===== src/rtl/acc_alu8_pkg.sv =====
package acc_alu8_pkg;

    localparam int DW = 8;

    localparam int FL_C  = 0;
    localparam int FL_N  = 1;
    localparam int FL_PV = 2;
    localparam int FL_H  = 4;
    localparam int FL_Z  = 6;
    localparam int FL_S  = 7;

    typedef enum logic [2:0] {
        FN_ADD = 3'd0,
        FN_ADC = 3'd1,
        FN_SUB = 3'd2,
        FN_SBC = 3'd3,
        FN_AND = 3'd4,
        FN_XOR = 3'd5,
        FN_OR  = 3'd6,
        FN_CMP = 3'd7
    } fn_e;

    typedef struct packed {
        logic [DW-1:0] res;
        logic          wr;
        logic [DW-1:0] flags;
    } alu_out_t;

    function automatic logic [DW-1:0] pack_flags(
        input logic [DW-1:0] res,
        input logic          h,
        input logic          pv,
        input logic          n,
        input logic          c,
        input logic [DW-1:0] fin
    );
        logic [DW-1:0] f;
        f        = fin;
        f[FL_S]  = res[DW-1];
        f[FL_Z]  = (res == '0);
        f[FL_H]  = h;
        f[FL_PV] = pv;
        f[FL_N]  = n;
        f[FL_C]  = c;
        return f;
    endfunction

endpackage


===== src/rtl/acc_alu8_arith.sv =====
module acc_alu8_arith
    import acc_alu8_pkg::*;
(
    input  logic [2:0]    fn,
    input  logic [DW-1:0] acc,
    input  logic [DW-1:0] opnd,
    input  logic [DW-1:0] flags_in,
    output alu_out_t      out
);
    localparam int NW = DW / 2;

    logic          is_sub;
    logic          cin;
    logic          cin_eff;
    logic [DW-1:0] b_eff;
    logic [DW:0]   sum;
    logic [NW:0]   nib;
    logic          h;
    logic          c;
    logic          ov;

    always_comb begin
        is_sub  = (fn == FN_SUB) || (fn == FN_SBC) || (fn == FN_CMP);
        cin     = ((fn == FN_ADC) || (fn == FN_SBC)) && flags_in[FL_C];
        b_eff   = is_sub ? ~opnd : opnd;
        cin_eff = is_sub ? ~cin : cin;
        sum     = {1'b0, acc} + {1'b0, b_eff} + {{DW{1'b0}}, cin_eff};
        nib     = {1'b0, acc[NW-1:0]} + {1'b0, b_eff[NW-1:0]} + {{NW{1'b0}}, cin_eff};
        c       = is_sub ? ~sum[DW] : sum[DW];
        h       = is_sub ? ~nib[NW] : nib[NW];
        ov      = (acc[DW-1] == b_eff[DW-1]) && (sum[DW-1] != acc[DW-1]);
        out.res   = sum[DW-1:0];
        out.wr    = (fn != FN_CMP);
        out.flags = pack_flags(sum[DW-1:0], h, ov, is_sub, c, flags_in);
    end

endmodule


===== src/rtl/acc_alu8_logic.sv =====
module acc_alu8_logic
    import acc_alu8_pkg::*;
(
    input  logic [1:0]    sel,
    input  logic [DW-1:0] acc,
    input  logic [DW-1:0] opnd,
    input  logic [DW-1:0] flags_in,
    output alu_out_t      out
);
    logic [DW-1:0] r;

    always_comb begin
        unique case (sel)
            2'd0:    r = acc & opnd;
            2'd1:    r = acc ^ opnd;
            default: r = acc | opnd;
        endcase
        out.res   = r;
        out.wr    = 1'b1;
        out.flags = pack_flags(r, (sel == 2'd0), ~(^r), 1'b0, 1'b0, flags_in);
    end

endmodule


===== src/rtl/acc_alu8_step.sv =====
module acc_alu8_step
    import acc_alu8_pkg::*;
(
    input  logic          dec,
    input  logic [DW-1:0] opnd,
    input  logic [DW-1:0] flags_in,
    output alu_out_t      out
);
    localparam int            NW      = DW / 2;
    localparam logic [DW-1:0] POS_MAX = {1'b0, {(DW-1){1'b1}}};
    localparam logic [DW-1:0] NEG_MIN = {1'b1, {(DW-1){1'b0}}};

    logic [DW-1:0] r;
    logic          h;
    logic          ov;

    always_comb begin
        if (dec) begin
            r  = opnd - 1'b1;
            h  = (opnd[NW-1:0] == '0);
            ov = (opnd == NEG_MIN);
        end else begin
            r  = opnd + 1'b1;
            h  = (opnd[NW-1:0] == '1);
            ov = (opnd == POS_MAX);
        end
        out.res   = r;
        out.wr    = 1'b1;
        out.flags = pack_flags(r, h, ov, dec, flags_in[FL_C], flags_in);
    end

endmodule


===== src/rtl/acc_alu8.sv =====
module acc_alu8
    import acc_alu8_pkg::*;
(
    input  logic          clk,
    input  logic          rst_n,
    input  logic          step_mode,
    input  logic [2:0]    fn,
    input  logic [DW-1:0] acc,
    input  logic [DW-1:0] opnd,
    input  logic [DW-1:0] flags_in,
    output logic [DW-1:0] res_q,
    output logic          wr_q,
    output logic [DW-1:0] flags_q
);
    alu_out_t arith_o;
    alu_out_t logic_o;
    alu_out_t step_o;
    alu_out_t nxt_d;
    alu_out_t nxt_q;

    acc_alu8_arith u_arith (
        .fn       (fn),
        .acc      (acc),
        .opnd     (opnd),
        .flags_in (flags_in),
        .out      (arith_o)
    );

    acc_alu8_logic u_logic (
        .sel      (fn[1:0]),
        .acc      (acc),
        .opnd     (opnd),
        .flags_in (flags_in),
        .out      (logic_o)
    );

    acc_alu8_step u_step (
        .dec      (fn[0]),
        .opnd     (opnd),
        .flags_in (flags_in),
        .out      (step_o)
    );

    always_comb begin
        if (step_mode) begin
            nxt_d = step_o;
        end else if (fn[2] && (fn != FN_CMP)) begin
            nxt_d = logic_o;
        end else begin
            nxt_d = arith_o;
        end
    end

    always_ff @(posedge clk or negedge rst_n) begin
        if (!rst_n) begin
            nxt_q <= '0;
        end else begin
            nxt_q <= nxt_d;
        end
    end

    assign res_q   = nxt_q.res;
    assign wr_q    = nxt_q.wr;
    assign flags_q = nxt_q.flags;

endmodule


===== config.mk =====
export PLATFORM = sky130hd
export DESIGN_NAME = acc_alu8
export DESIGN_NICKNAME = d
export VERILOG_FILES = /design/src/rtl/acc_alu8_pkg.sv /design/src/rtl/acc_alu8_arith.sv /design/src/rtl/acc_alu8_logic.sv /design/src/rtl/acc_alu8_step.sv /design/src/rtl/acc_alu8.sv
export SDC_FILE = /design/constraint.sdc
export NUM_CORES = 1
export LEC_CHECK = 0
export CAP_MARGIN = 10
export CELL_PAD_IN_SITES_DETAIL_PLACEMENT = 0
export CELL_PAD_IN_SITES_GLOBAL_PLACEMENT = 2
export CORE_UTILIZATION = 35
export CTS_BUF_LIST = sky130_fd_sc_hd__clkbuf_8
export DETAILED_ROUTE_END_ITERATION = 10
export DONT_BUFFER_PORTS = 1
export GPL_TIMING_DRIVEN = 0
export PLACE_DENSITY_LB_ADDON = 0.1
export SLEW_MARGIN = 20
export SYNTH_ARGS = -nofsm -noshare
export SYNTH_HDL_FRONTEND = slang
export SYNTH_SLANG_ARGS = --single-unit
export TNS_END_PERCENT = 1

===== constraint.sdc =====
create_clock -name clk -period 0.8 [get_ports clk]
set_input_delay 0.04 -clock clk [delete_from_list [all_inputs] [get_ports clk]]
set_output_delay 0.04 -clock clk [all_outputs]
set_load 0.03 [all_outputs]

==> run metrics <==
Area Overhead vs Synth 22.20%; CTS Buf Count 3; post-layout minimum cycle time 2164 ps; Avg WL per Cell 17.06 µm; cts hold-fix bufs 5; pwr dens 1437 nW/µm²; largest net degree at the start of global routing 17; worst vdd ir 1123 µV; Root Buffer clkbuf_8; clock sinks 16; Clock power frac 0.189; Filler Cell Count 603; CTS tree built; failing checks negative hold slack, negative setup slack; CP max FO 8; DR vias 1789; Syn Area/Cell 8.353 µm²; Setup-failing EPs final 13; FF+latch count, synth 16; Crit path arrival time 2290 ps; drt total wl 5785 µm; Vias/cell 5.277; startpoint types primary input; Main synth FF type dfrtp_1; final antenna-violating net count 0; dpl ws -1939 ps; Worst Tran Pin Value 839.8 ps; Die Wd 78.78 µm; Reg power frac 0.335; top cell type's share of synthesized area 0.2062; placed instance count 319; hold_ws -91.83 ps; Final Max Slew Viols 0; Rows 27; Clock Pin Slew Worst Setup and Hold Paths 60 ps; DRC violations left 0; Internal 2156 µW; top cells by area, synth ha_1 21%, dfrtp_1 19%, xnor2_1 5.9%, mux2_2 4.9%, o21ai_0 4.9%; MaxCap Viol Count 0; RSZ-0062 raised after global routing true; Rel. slew slack 0.4401; ys async rst share 1.000; highest clock rate 462.2 MHz; ANT cells 0; LEAKAGE 0.001124 µW; Core Area 5608 µm²; Fin. Hold Viols 16; initial antenna violation count 0; first-pass GRT wire length 9466 µm; Worst Setup Slack, final -1364 ps; H-Tree Depth 1; crit end category flop; EDFF count, synth 0; placed wire-length estimate 4620 µm; area leader, netlist ha_1; total gr overflow 0; sw frac 0.4049; Buffers on Ports 0; DR pass1 iterations 4; most frequent cell after synthesis ha_1; # nets final 335; initial drt markers 101; setup TNS -12990 ps; Setup CP Type primary input to flop; Vert. Die Dim 78.78 µm; gr usage total 0.1966; Syn Inst Count 247; GPL Wtd Cong 0.7487; sequential element share of the synthesized area 0.1941; WP data required 930 ps; Final Non-Filler Cells 339; Initial Util 0.3679; vias in the first global route 1800; Period Utilization, post-route 2.705; YS warnings 0; combinational fraction of design power 0.476; Cell variety after synth 50; top post-synthesis cells by count 34 x ha_1, 23 x inv_1, 23 x nand2_1, 20 x o21ai_0, 17 x nor2_1; Mapped Area 2063 µm²; Net Sw Power 1467 µW; worst min path class primary input to async pin; CTS Buffer Depth 2; die area 6206 µm²; Ports 47; share of cells above drive strength 1 0.2285; syn nets 314; outcome finished with violations
layer usage:
| layer | part of all wire | vias up | global-route usage |
|---|---|---|---|
| met1 | 0.50 | 830 | 0.2772 |
| li1 | - | 916 | - |
| met3 | 0.044 | 4 | 0.02759 |
| met2 | 0.45 | 39 | 0.3287 |
| met4 | 0.0066 | 0 | 0.01481 |
| met5 | 0 | - | 0 |
path summary, 6_finish.rpt:
check	startpoint	end	slack [ps]	cells after the start
worst max-delay path	fn[0]	res_q[6]$_DFF_PN0_	-1360	14
min in group clk	fn[1]	wr_q$_DFF_PN0_	40	2
worst min-delay path	rst_n	wr_q$_DFF_PN0_	-90	1
max in group asynchronous	rst_n	flags_q[3]$_DFF_PN0_	410	1
state kept, by name (all words and copies together), names as in the netlist:
register and cells:
res_q 7, wr_q 1, flags_q 8
power groups by stage:
stage	sequential, µW	clock (µW)	combinational, µW
finish	1210	684	1730
global route	1230	740	1950
CTS	1210	711	1680
detailed placement	1220	0	1510
global placement	1220	0	1510
floorplan	1210	0	1190
placed cells by master, fill, tap and decap left out, drive strengths merged, types with 3 or more instances in the layout:
cell,n
a21oi,12
buf,15
clkbuf,9
dfrtp,16
dlygate4sd3,4
fa,3
ha,34
inv,22
mux2,9
mux2i,3
nand2,23
nand2b,4
nand3,4
nand4,3
nor2,17
nor3,5
o211ai,3
o21a,6
o21ai,22
o31a,3
xnor2,14
xor2,6
logic make-up after synthesis:
kind of cell    synth area share
fa+ha+maj                 0.2353
simple gates              0.1643
buf+inv                  0.06185
xor+xnor                 0.08490
mux                      0.06368
compound gates            0.1959
flops                     0.1941
per-stage QoR:
stage | area (µm²) | util | hold WS (ps) | total power, µW
2_1_floorplan | 2083 | - | -255.6 | 2401
3_3_place_gp | 2173 | 0.3876 | -255.3 | 2728
3_5_place_dp | 2173 | 0.3876 | -255.3 | 2732
4_1_cts | 2460 | 0.4386 | 33.49 | 3601
5_1_grt | 2521 | 0.4496 | -32.39 | 3914
6_report | 2521 | 0.4496 | -91.83 | 3624
critical path, cell delays in order:
cell and delay (ps):
buf_12 110, buf_8 120, inv_4 50, nand2_2 40
a21oi_2 140, nor2_2 50, fa_2 350, fa_2 370
nor2b_2 140, o31a_1 180, o31a_1 180, a21o_1 130
mux2i_2 90, mux2_4 290
what timing repair did:
item | 4_1_cts | 5_1_grt
resized for setup | 25 | 14
pin swaps | 12 | 7
hold endpoints to repair | 20 | 16
endpoints found under the setup margin | 14 | 37
buffers inserted | 10 | 1
final cells by class:
type / count / area [µm²] / share of cell area
buffer: 9 / 101.3 / 0.04020
clock buffer: 4 / 55.05 / 0.02184
inverter: 23 / 92.59 / 0.03672
multi-input combinational: 199 / 1628 / 0.6457
sequential: 16 / 406.6 / 0.1613
tap: 72 / 90.09 / 0.03573
timing repair buffer: 16 / 147.6 / 0.05856
Note: power is estimated with default switching activity, not from simulation.
